### config.mk
export PLATFORM = sky130hd
export DESIGN_NAME = mem_cycle_classifier
export DESIGN_NICKNAME = d
export VERILOG_FILES = /design/src/rtl/mcc_pkg.sv /design/src/rtl/mcc_seq_cmp.sv /design/src/rtl/mcc_cycle_reg.sv /design/src/rtl/mcc_addr_drive.sv /design/src/rtl/mem_cycle_classifier.sv
export SDC_FILE = /design/constraint.sdc
export NUM_CORES = 1
export LEC_CHECK = 0
export ABC_AREA = 1
export BUFFER_PORTS_ARGS = -buffer_cell sky130_fd_sc_hd__buf_2
export CORE_MARGIN = 2
export CORE_UTILIZATION = 59
export DETAILED_ROUTE_END_ITERATION = 12
export PLACE_DENSITY = 0.89
export SLEW_MARGIN = 5
export SYNTH_ARGS = -nofsm -noshare
export SYNTH_HDL_FRONTEND = slang
export SYNTH_SLANG_ARGS = --single-unit
export TNS_END_PERCENT = 5
### constraint.sdc
create_clock -name clk -period 5.83 [get_ports clk]
set_input_delay 1.166 -clock clk [delete_from_list [all_inputs] [get_ports clk]]
set_output_delay 1.166 -clock clk [all_outputs]
set_load 0.1 [all_outputs]
### src/rtl/mcc_pkg.sv
package mcc_pkg;

    typedef enum logic [1:0] {
        CT_NSEQ = 2'b00,
        CT_SEQ  = 2'b01,
        CT_INTL = 2'b10,
        CT_COPR = 2'b11
    } cyc_type_e;

    typedef enum logic [1:0] {
        RK_MEM  = 2'b00,
        RK_INTL = 2'b01,
        RK_COPR = 2'b10,
        RK_RSVD = 2'b11
    } req_kind_e;

    localparam logic [1:0] SZ_BYTE = 2'b00;
    localparam logic [1:0] SZ_HALF = 2'b01;
    localparam logic [1:0] SZ_WORD = 2'b10;

endpackage

### src/rtl/mcc_seq_cmp.sv
module mcc_seq_cmp
    import mcc_pkg::*;
#(
    parameter int ADDR_W = 32,
    parameter int DATA_W = 32
) (
    input  logic [ADDR_W-1:0] cur_addr,
    input  logic [ADDR_W-1:0] prev_addr,
    input  logic [1:0]        cur_size,
    input  logic              prev_mem,
    output logic              is_seq
);
    localparam int WORD_BYTES = DATA_W / 8;
    localparam int HALF_BYTES = WORD_BYTES / 2;
    localparam logic [ADDR_W-1:0] WORD_STEP = ADDR_W'(WORD_BYTES);
    localparam logic [ADDR_W-1:0] HALF_STEP = ADDR_W'(HALF_BYTES);

    logic [ADDR_W-1:0] step;
    logic              step_ok;
    logic              same_ok;

    always_comb begin
        case (cur_size)
            SZ_WORD: step = WORD_STEP;
            SZ_HALF: step = HALF_STEP;
            default: step = '0;
        endcase
        same_ok = (cur_addr == prev_addr);
        step_ok = (step != '0) && (cur_addr == prev_addr + step);
        is_seq  = prev_mem && (same_ok || step_ok);
    end

endmodule

### src/rtl/mcc_cycle_reg.sv
module mcc_cycle_reg
    import mcc_pkg::*;
#(
    parameter int ADDR_W = 32
) (
    input  logic              clk,
    input  logic              rst_n,
    input  logic              mode_pin,
    input  logic              req_valid,
    input  logic [1:0]        req_kind,
    input  logic [ADDR_W-1:0] req_addr,
    input  logic [1:0]        req_size,
    input  logic              req_write,
    input  logic              is_seq,
    output logic [1:0]        ctype_q,
    output logic [1:0]        size_q,
    output logic              write_q,
    output logic [ADDR_W-1:0] last_addr_q,
    output logic              prev_mem_q,
    output logic              pipe_mode_q
);
    typedef struct packed {
        cyc_type_e         ctype;
        logic [1:0]        size;
        logic              wr;
        logic [ADDR_W-1:0] addr;
        logic              prev_mem;
        logic              pmode;
    } state_t;

    state_t st_d, st_q;
    logic   is_mem, is_copr;

    always_comb begin
        is_mem  = req_valid && (req_kind == RK_MEM);
        is_copr = req_valid && (req_kind == RK_COPR);
        st_d    = st_q;
        if (is_mem) begin
            st_d.ctype    = is_seq ? CT_SEQ : CT_NSEQ;
            st_d.size     = req_size;
            st_d.wr       = req_write;
            st_d.addr     = req_addr;
            st_d.prev_mem = 1'b1;
        end else if (is_copr) begin
            st_d.ctype    = CT_COPR;
            st_d.size     = req_size;
            st_d.wr       = req_write;
            st_d.prev_mem = 1'b0;
        end else begin
            st_d.ctype    = CT_INTL;
            st_d.wr       = 1'b0;
            st_d.prev_mem = 1'b0;
        end
    end

    always_ff @(posedge clk) begin
        if (!rst_n) begin
            st_q.ctype    <= CT_INTL;
            st_q.size     <= SZ_WORD;
            st_q.wr       <= 1'b0;
            st_q.addr     <= '0;
            st_q.prev_mem <= 1'b0;
            st_q.pmode    <= mode_pin;
        end else begin
            st_q <= st_d;
        end
    end

    assign ctype_q     = st_q.ctype;
    assign size_q      = st_q.size;
    assign write_q     = st_q.wr;
    assign last_addr_q = st_q.addr;
    assign prev_mem_q  = st_q.prev_mem;
    assign pipe_mode_q = st_q.pmode;


    mode_locked_chk: assert property (@(posedge clk) disable iff (!rst_n)
        $past(rst_n) |-> $stable(pipe_mode_q));


    copr_next_chk: assert property (@(posedge clk) disable iff (!rst_n)
        ($past(rst_n) && $past(req_valid) && $past(req_kind) == RK_COPR)
        |-> (ctype_q == CT_COPR && !prev_mem_q));

endmodule

### src/rtl/mcc_addr_drive.sv
module mcc_addr_drive
    import mcc_pkg::*;
#(
    parameter int ADDR_W = 32
) (
    input  logic              pipe_mode,
    input  logic              req_valid,
    input  logic [1:0]        req_kind,
    input  logic [ADDR_W-1:0] req_addr,
    input  logic [ADDR_W-1:0] last_addr,
    output logic [ADDR_W-1:0] bus_addr
);
    logic mem_now;

    always_comb begin
        mem_now = req_valid && (req_kind == RK_MEM);
        if (pipe_mode && mem_now) bus_addr = req_addr;
        else                      bus_addr = last_addr;
    end

endmodule

### src/rtl/mem_cycle_classifier.sv
module mem_cycle_classifier
    import mcc_pkg::*;
#(
    parameter int ADDR_W = 32,
    parameter int DATA_W = 32
) (
    input  logic              clk,
    input  logic              rst_n,
    input  logic              addr_pipe_en,
    input  logic              req_valid,
    input  logic [1:0]        req_kind,
    input  logic [ADDR_W-1:0] req_addr,
    input  logic [1:0]        req_size,
    input  logic              req_write,
    output logic [1:0]        cyc_type,
    output logic [ADDR_W-1:0] bus_addr,
    output logic [1:0]        bus_size,
    output logic              bus_write
);
    localparam logic [ADDR_W-1:0] WORD_STEP = ADDR_W'(DATA_W / 8);

    logic              is_seq;
    logic [ADDR_W-1:0] last_addr;
    logic              prev_mem;
    logic              pipe_mode;

    mcc_seq_cmp #(.ADDR_W(ADDR_W), .DATA_W(DATA_W)) u_seq (
        .cur_addr  (req_addr),
        .prev_addr (last_addr),
        .cur_size  (req_size),
        .prev_mem  (prev_mem),
        .is_seq    (is_seq)
    );

    mcc_cycle_reg #(.ADDR_W(ADDR_W)) u_state (
        .clk         (clk),
        .rst_n       (rst_n),
        .mode_pin    (addr_pipe_en),
        .req_valid   (req_valid),
        .req_kind    (req_kind),
        .req_addr    (req_addr),
        .req_size    (req_size),
        .req_write   (req_write),
        .is_seq      (is_seq),
        .ctype_q     (cyc_type),
        .size_q      (bus_size),
        .write_q     (bus_write),
        .last_addr_q (last_addr),
        .prev_mem_q  (prev_mem),
        .pipe_mode_q (pipe_mode)
    );

    mcc_addr_drive #(.ADDR_W(ADDR_W)) u_addr (
        .pipe_mode (pipe_mode),
        .req_valid (req_valid),
        .req_kind  (req_kind),
        .req_addr  (req_addr),
        .last_addr (last_addr),
        .bus_addr  (bus_addr)
    );


    seq_after_mem_chk: assert property (@(posedge clk) disable iff (!rst_n)
        (cyc_type == CT_SEQ) |-> ($past(cyc_type) == CT_NSEQ || $past(cyc_type) == CT_SEQ));


    first_not_seq_chk: assert property (@(posedge clk) disable iff (!rst_n)
        !$past(rst_n) |-> (cyc_type != CT_SEQ));


    intl_no_write_chk: assert property (@(posedge clk) disable iff (!rst_n)
        (cyc_type == CT_INTL) |-> !bus_write);


    word_seq_step_chk: assert property (@(posedge clk) disable iff (!rst_n)
        (!pipe_mode && cyc_type == CT_SEQ && bus_size == SZ_WORD)
        |-> (bus_addr == $past(bus_addr) || bus_addr == $past(bus_addr) + WORD_STEP));


    byte_seq_same_chk: assert property (@(posedge clk) disable iff (!rst_n)
        (!pipe_mode && cyc_type == CT_SEQ && bus_size == SZ_BYTE)
        |-> (bus_addr == $past(bus_addr)));


    pipe_lead_chk: assert property (@(posedge clk) disable iff (!rst_n)
        ($past(rst_n) && pipe_mode && (cyc_type == CT_NSEQ || cyc_type == CT_SEQ))
        |-> ($past(bus_addr) == last_addr));

endmodule

==> results.ini, run 1 <==
[synth]
synth_fa_ha_area_frac=0.0191
synthMuxAreaShare=0
ys_seq_area_frac=0.242
syn_area_per_cell_sq_um=6.03
ys_types=34
synth_top_family_by_area=simple AND/OR/NAND/NOR gates
syn_inst=542
synth-compound-area-share=0.127
syn-num-nets=588
synth-xor-area-share=0.0857
synthesis.area_sq_um=3270
synth_seq_cells=39
synthSimpleGateAreaFrac=0.404
ys_warn_count=0

[placed_design]
gp_congestion=0.942
hpwl_mm=6.46
numPortBuffers=77

[power]
clkPwrFrac=0.313
p_comb_frac=0.294
power_density_nw_per_um2=195
ir_drop_mv=0.124
intPower_mw=0.455
swShare=0.383
seq_power_share=0.393
p_switching_mw=0.282
p_leak_nw=1.93

[global_routing]
grt_pass1_wl_mm=14.2
grtUsageTotal=0.283
grt_max_degree=35
antenna_found_initial=0
first_global_vias=3269
grt_overflow=0

[drt]
routed_wirelength_mm=8.61
num_vias=3573
viasPerCell=5.27
drt_iter0_drc=221
wire_per_inst_microns=12.7
drc=0
ant_nets=0
firstDrtPassIters=5

[cells_and_area]
seqCellArea_sq_um=791
drive_above_1_share=0.186
area_growth_pct=15.3
multi_input_area_sq_um=2080
mostFrequentLayoutCells=nand2_1, inv_1, buf_2
layout_commonest_cell=nand2_1
nNetsFinal=651
diodes=0
n_fill_cell=530

[setup_path]
cp_max_fo=34
critPathArrivalTime_ns=3.45
worst_ep_required_time_ns=4.66
cp-end-kind=output port
path_class=in -> out
setup.worst_path.start_class=input port

[clocking]
clock_sinks=39
cts_buffers=5
cts_setup_buffers=0
clkTransAtPathRegs_ns=0.08
cts.path.max_buffers=2
cts-htree-levels=2
hold_buffers=0
clk_latency_ns=0.29
cts_tree=done
cts_resized=0
cts_root_buffer=clkbuf_8

[floorplanning]
fp-row-count=27
chipWidth_microns=78.5
boundaryPins=78
die_h_microns=78.5
fp.dieArea_sq_um=6160
core_area_sq_um=5440
start_util=0.601

[timing]
hold_viol_final=0
tightestPinTransition_ns=0.953
fin_hold_ws_ns=0.492
fin_setup_tns_ns=0
setup_viol=0
maxSlewHeadroom=0.364
max_freq_mhz=216
slew_viol_final=0
final.min_clock_period_ns=4.62
finalClockSkew_ns=0.00755
rsz0062_at_grt=false
post-route-period-util=0.792

[hold_path]
hp-class=reg -> reg

[run]
maxCapViolCount=0

[status]
status=completed

## cell type report
| class | count | area share |
|---|---|---|
| clock inverters | 3 | 0.0116 |
| clock buffers | 5 | 0.0182 |
| inverters | 82 | 0.0816 |
| multi-input cells | 399 | 0.551 |
| repair buffers | 78 | 0.104 |
| well taps | 72 | 0.0239 |
| flip-flops and latches | 39 | 0.210 |
## state kept, by name, summed over array words and instances (netlist names)
name	count
u_state.last_addr_q	32
u_state.ctype_q	2
u_state.size_q	2
u_state.pipe_mode_q	1
u_state.prev_mem_q	1
u_state.write_q	1
## final timing paths
path	startpoint	endpoint	slack, ns	cells past startpoint
max	req_kind[0]	bus_addr[7]	1.21	8
min reg2reg	u_state.size_q[1]	u_state.size_q[1]	0.49	2
max reg2reg	u_state.last_addr_q[2]	u_state.ctype_q[0]	3.51	18
min	u_state.size_q[1]	u_state.size_q[1]	0.49	2
## routing by layer
layer,track usage,vias to the layer above,share of wire
met4,0.0982,0,0.018
met1,0.346,1607,0.45
li1,-,1847,-
met3,0.0414,16,0.041
met5,0,-,0
met2,0.507,103,0.49
## cell families (layout without fill, tap and decap cells)
logic type                 count (synthesis)  in the layout
xor gates and xnor gates                  32             32
adders and majority gates                  5              5
and+or+nand+nor                          287            287
buffers and inverters                    104            168
AOI/OAI and AO/OA                         75             75
DFF                                       39             39
## power groups by stage
stage / combinational, mW / clock (mW) / sequential, mW
final: 0.217 / 0.231 / 0.290
after global routing: 0.234 / 0.251 / 0.292
after CTS: 0.216 / 0.238 / 0.290
after detailed placement: 0.215 / 0 / 0.296
after global placement: 0.211 / 0 / 0.295
after floorplan: 0.160 / 0 / 0.301
## synth_stat cells, drive strengths merged
cell	n	area share
buf	9	0.014
nor4	7	0.013
xor2	25	0.067
nand4	15	0.029
nor3	2	0.0031
and2	2	0.0038
ha	5	0.019
a21o	1	0.0023
nand2	151	0.18
a21oi	3	0.0092
nand3b	2	0.0046
nand3	56	0.090
o21ai	62	0.097
o211ai	1	0.0023
xnor2	7	0.019
nor2	52	0.077
o22ai	7	0.013
inv	82	0.094
dfxtp	38	0.23
clkbuf	13	0.015
o21bai	1	0.0023
edfxtp	1	0.0092
## worst max-delay path, stage by stage
cell,delay (ns)
buf_2,0.10
nor2_1,0.20
inv_1,0.12
nor2_1,0.19
nand2_1,0.52
buf_4,0.45
o21ai_0,0.23
buf_2,0.47
## stage by stage
step / cell area, sq um / std cells / total power, mW / util / setup slack, ns
finish: 3770 / 678 / 0.737 / 0.694 / 1.21
global route: 3770 / 678 / 0.776 / 0.694 / 0.918
CTS: 3770 / 678 / 0.744 / 0.694 / 1.25
detailed placement: 3660 / 670 / 0.510 / 0.673 / 1.27
global placement: 3660 / 670 / 0.506 / 0.673 / 1.41
floorplan: 3270 / 542 / 0.462 / - / 0.549
No activity file was read; power rests on OpenSTA's default activity.
==> run 2, diff against run 1 <==
CORE_UTILIZATION = 55   (was 59)
PLACE_DENSITY = 0.84   (was 0.89)
clock period = 4.35 ns   (was 5.83 ns; I/O delays follow)
==> results.ini, run 2 (synthesis gave the netlist of run 1 again) <==
[cells_and_area]
diodes=0
mostFrequentLayoutCells=nand2_1, inv_1, buf_2
largest_reg_flops=32
drive_above_1_share=0.188
design_area_sq_um=3760
nNetsFinal=652
layout_commonest_cell=nand2_1
n_fill_cell=596
area_growth_pct=15.1

[drt]
routed_wirelength_mm=8.50
drc=0
ant_nets=0
firstDrtPassIters=4
viasPerCell=5.25
wire_per_inst_microns=12.5
num_vias=3581
drt_iter0_drc=175

[setup_path]
regToRegSetupSlack_ns=2.02
max_stage_delay_ns=0.45
reg2regPathDepth=17
regToRegStartpoint=u_state.last_addr_q[1]
slowest_stage=buf_2
cp_max_fo=34
path_cells=buf_2 -> nor2_1 -> inv_1 -> nor2_1 -> nand2_1 -> buf_4 -> o21ai_0 -> buf_2
crit_family=buffers and inverters
worstPathBufferInverterCount=4
cp-end-kind=output port
timing.rr.end=u_state.ctype_q[0]
worst_ep_required_time_ns=3.48
critPathArrivalTime_ns=2.44
setup.worst_path.start_class=input port
path_class=in -> out

[timing]
final.min_clock_period_ns=3.31
hold_viol_final=0
worst_slack_ns=1.04
maxSlewHeadroom=0.335
setup_viol=0
fin_setup_tns_ns=0
tightestPinTransition_ns=0.997
slew_viol_final=0
rsz0062_at_grt=false
max_freq_mhz=302
post-route-period-util=0.761
finalClockSkew_ns=0.00559

[power]
p_comb_frac=0.307
swShare=0.411
seq_power_share=0.413
finalPower_mw=0.941
clkPwrFrac=0.281
intPower_mw=0.554
p_switching_mw=0.387
power_density_nw_per_um2=250
p_leak_nw=1.91
ir_drop_mv=0.159

[clocking]
cts_buffers=5
clkTransAtPathRegs_ns=0.09
clk_latency_ns=0.30
cts_setup_buffers=0
cts-htree-levels=2
hold_buffers=0
cts.path.max_buffers=2
cts_root_buffer=clkbuf_8
cts_tree=done
clock_sinks=39
cts_resized=0

[placed_design]
hpwl_mm=6.45
gp_congestion=0.933
numPortBuffers=77
dpl_worst_slack_ns=1.05
placed_area_sq_um=3670

[floorplanning]
core_area_sq_um=5820
fp.dieArea_sq_um=6580
start_util=0.562
die_h_microns=81.1
boundaryPins=78
chipWidth_microns=81.1
fp-row-count=28

[hold_path]
hold-path-endpoint=u_state.size_q[1]
holdPathStages=2
hp-start=u_state.size_q[1]
hp-class=reg -> reg

[global_routing]
grt_max_degree=35
grtUsageTotal=0.264
antenna_found_initial=0
grt_overflow=0
first_global_vias=3151
grt_pass1_wl_mm=13.8

[status]
status=completed

[run]
maxCapViolCount=0

==> run 2: tightest hold or removal path, stage by stage (launching register included) <==
cell      delay [ns]
dfxtp_1         0.34
nand2_1         0.05
o211ai_1        0.07
==> run 2: area by class of cell <==
type / count / area [sq um] / area share
Clock inverter: 3 / 23.8 / 0.00632
Timing Repair Buffer: 79 / 400 / 0.106
Inverter: 82 / 308 / 0.0818
Clock buffer: 5 / 68.8 / 0.0183
Multi-Input combinational cell: 399 / 2080 / 0.552
Tap cell: 75 / 93.8 / 0.0249
Sequential cell: 39 / 791 / 0.210
==> run 2: power groups by stage <==
stage                     logic [mW]  clock network (mW)  registers, mW
after floorplan                0.215                   0          0.404
final                          0.289               0.264          0.388
after CTS                      0.288               0.269          0.388
after detailed placement       0.287                   0          0.396
after global routing           0.310               0.285          0.391
after global placement         0.283                   0          0.396
==> run 2: how the worst max path moves through the flow <==
stage	from	depth (start not counted)	end	slack (ns)
2_1_floorplan	req_valid	7	bus_addr[30]	-0.34
3_3_place_gp	req_kind[0]	8	bus_addr[29]	1.12
3_5_place_dp	req_kind[0]	8	bus_addr[13]	1.05
4_1_cts	req_kind[0]	8	bus_addr[13]	1.04
5_1_grt	req_valid	9	bus_addr[7]	0.83
6_report	req_kind[0]	8	bus_addr[13]	1.04
==> run 2: metal layers <==
metal / vias to the layer above / track usage / wire [microns]
li1: 1850 / - / -
met3: 14 / 0.0278 / 461
met4: 0 / 0.0797 / 125
met1: 1607 / 0.340 / 3710
met2: 110 / 0.464 / 4210
met5: - / 0 / 0
==> run 2: metrics by stage <==
stage	hold slack, ns	util	instances
5_1_grt	0.528	0.647	682
2_1_floorplan	0.485	-	542
6_report	0.490	0.647	682
3_3_place_gp	0.467	0.631	674
3_5_place_dp	0.473	0.631	674
4_1_cts	0.496	0.647	682
==> run 3, diff against run 2 <==
CORE_UTILIZATION = 49   (was 55)
PLACE_DENSITY = 0.79   (was 0.84)
clock period = 3.02 ns   (was 4.35 ns; I/O delays follow)
==> results.ini, run 3 (synthesis gave the netlist of run 1 again) <==
[clocking]
clock_sinks=39
clk_latency_ns=0.29
cts_resized=0
cts.path.max_buffers=2
cts-htree-levels=2
clkTransAtPathRegs_ns=0.08
hold_buffers=0
cts_tree=done
cts_setup_buffers=0
cts_buffers=5
cts_root_buffer=clkbuf_8

[cells_and_area]
drive_above_1_share=0.193
mostFrequentLayoutCells=nand2_1, inv_1, nand3_1
area_growth_pct=30.5
layout_commonest_cell=nand2_1
diodes=0
largest_reg_flops=32
finalNonFillerCells=687
utilization=0.668
design_area_sq_um=4270
nNetsFinal=655

[timing]
tightestPinTransition_ns=0.936
final.min_clock_period_ns=2.70
fin_hold_ws_ns=0.483
rsz0062_at_grt=false
slew_viol_final=0
finalClockSkew_ns=0.00233
maxSlewHeadroom=0.375
setup_viol=0
hold_viol_final=0
max_freq_mhz=371
worst_slack_ns=0.324
post-route-period-util=0.893
fin_setup_tns_ns=0

[run]
maxCapViolCount=0

[drt]
drc=0
viasPerCell=5.19
routed_wirelength_mm=9.10
wire_per_inst_microns=13.3
ant_nets=0
drt_iter0_drc=209
firstDrtPassIters=5
num_vias=3563

[placed_design]
gp_congestion=0.894
hpwl_mm=7.20
placed_area_sq_um=4180
dpl_worst_slack_ns=0.327
numPortBuffers=77
post-place-cells=679

[power]
ir_drop_mv=0.242
p_leak_nw=2.02
power_density_nw_per_um2=335
finalPower_mw=1.43

[floorplanning]
core_area_sq_um=6390
fp.dieArea_sq_um=7340
die_h_microns=85.7
boundaryPins=78
fp-row-count=29
chipWidth_microns=85.7
start_util=0.512

[global_routing]
grt_overflow=0
grt_pass1_wl_mm=15.4
antenna_found_initial=0
first_global_vias=3401
grt_max_degree=35
grtUsageTotal=0.256

[setup_path]
setup.worst_path.start_class=input port
critPathArrivalTime_ns=2.09
cp-end-kind=output port
path_class=in -> out
cp_max_fo=34
worst_ep_required_time_ns=2.42

[status]
status=completed

[hold_path]
hp-class=reg -> reg

[run 3: critical path, stage by stage]
cell     delay (ns)
buf_2          0.09
nor2_1         0.23
inv_1          0.13
nor2_1         0.20
nand2_2        0.08
buf_4          0.24
o21ai_1        0.28
buf_12         0.22
[run 3: final cells by class]
class / count / area, sq um
flip-flops and latches: 39 / 791
clock buffers: 5 / 68.8
clock inverters: 3 / 20.0
well taps: 77 / 96.3
inverters: 82 / 308
repair buffers: 82 / 903
fillers: 568 / 2120
multi-input cells: 399 / 2080
[run 3: routing by layer]
metal,track usage,wire length [microns],vias to the layer above
met5,0,0,-
met2,0.451,4570,86
met1,0.322,4040,1606
met3,0.0356,325,15
li1,-,-,1856
met4,0.0808,175,0
[run 3: worst paths after layout]
kind / cells after the start / to / from / slack (ns)
setup / recovery: 8 / bus_addr[12] / req_kind[0] / 0.32
hold / removal: 2 / u_state.size_q[1] / u_state.size_q[1] / 0.48
setup reg to reg: 18 / u_state.ctype_q[0] / u_state.last_addr_q[2] / 0.81
hold reg to reg: 2 / u_state.size_q[1] / u_state.size_q[1] / 0.48
[run 3: report_power, final]
part / leakage, nW / internal [mW] / switching, mW
Sequential: 0.319 / 0.535 / 0.0243
Combinational: 1.66 / 0.164 / 0.339
Clock: 0.0402 / 0.161 / 0.204
Total: 2.02 / 0.860 / 0.568
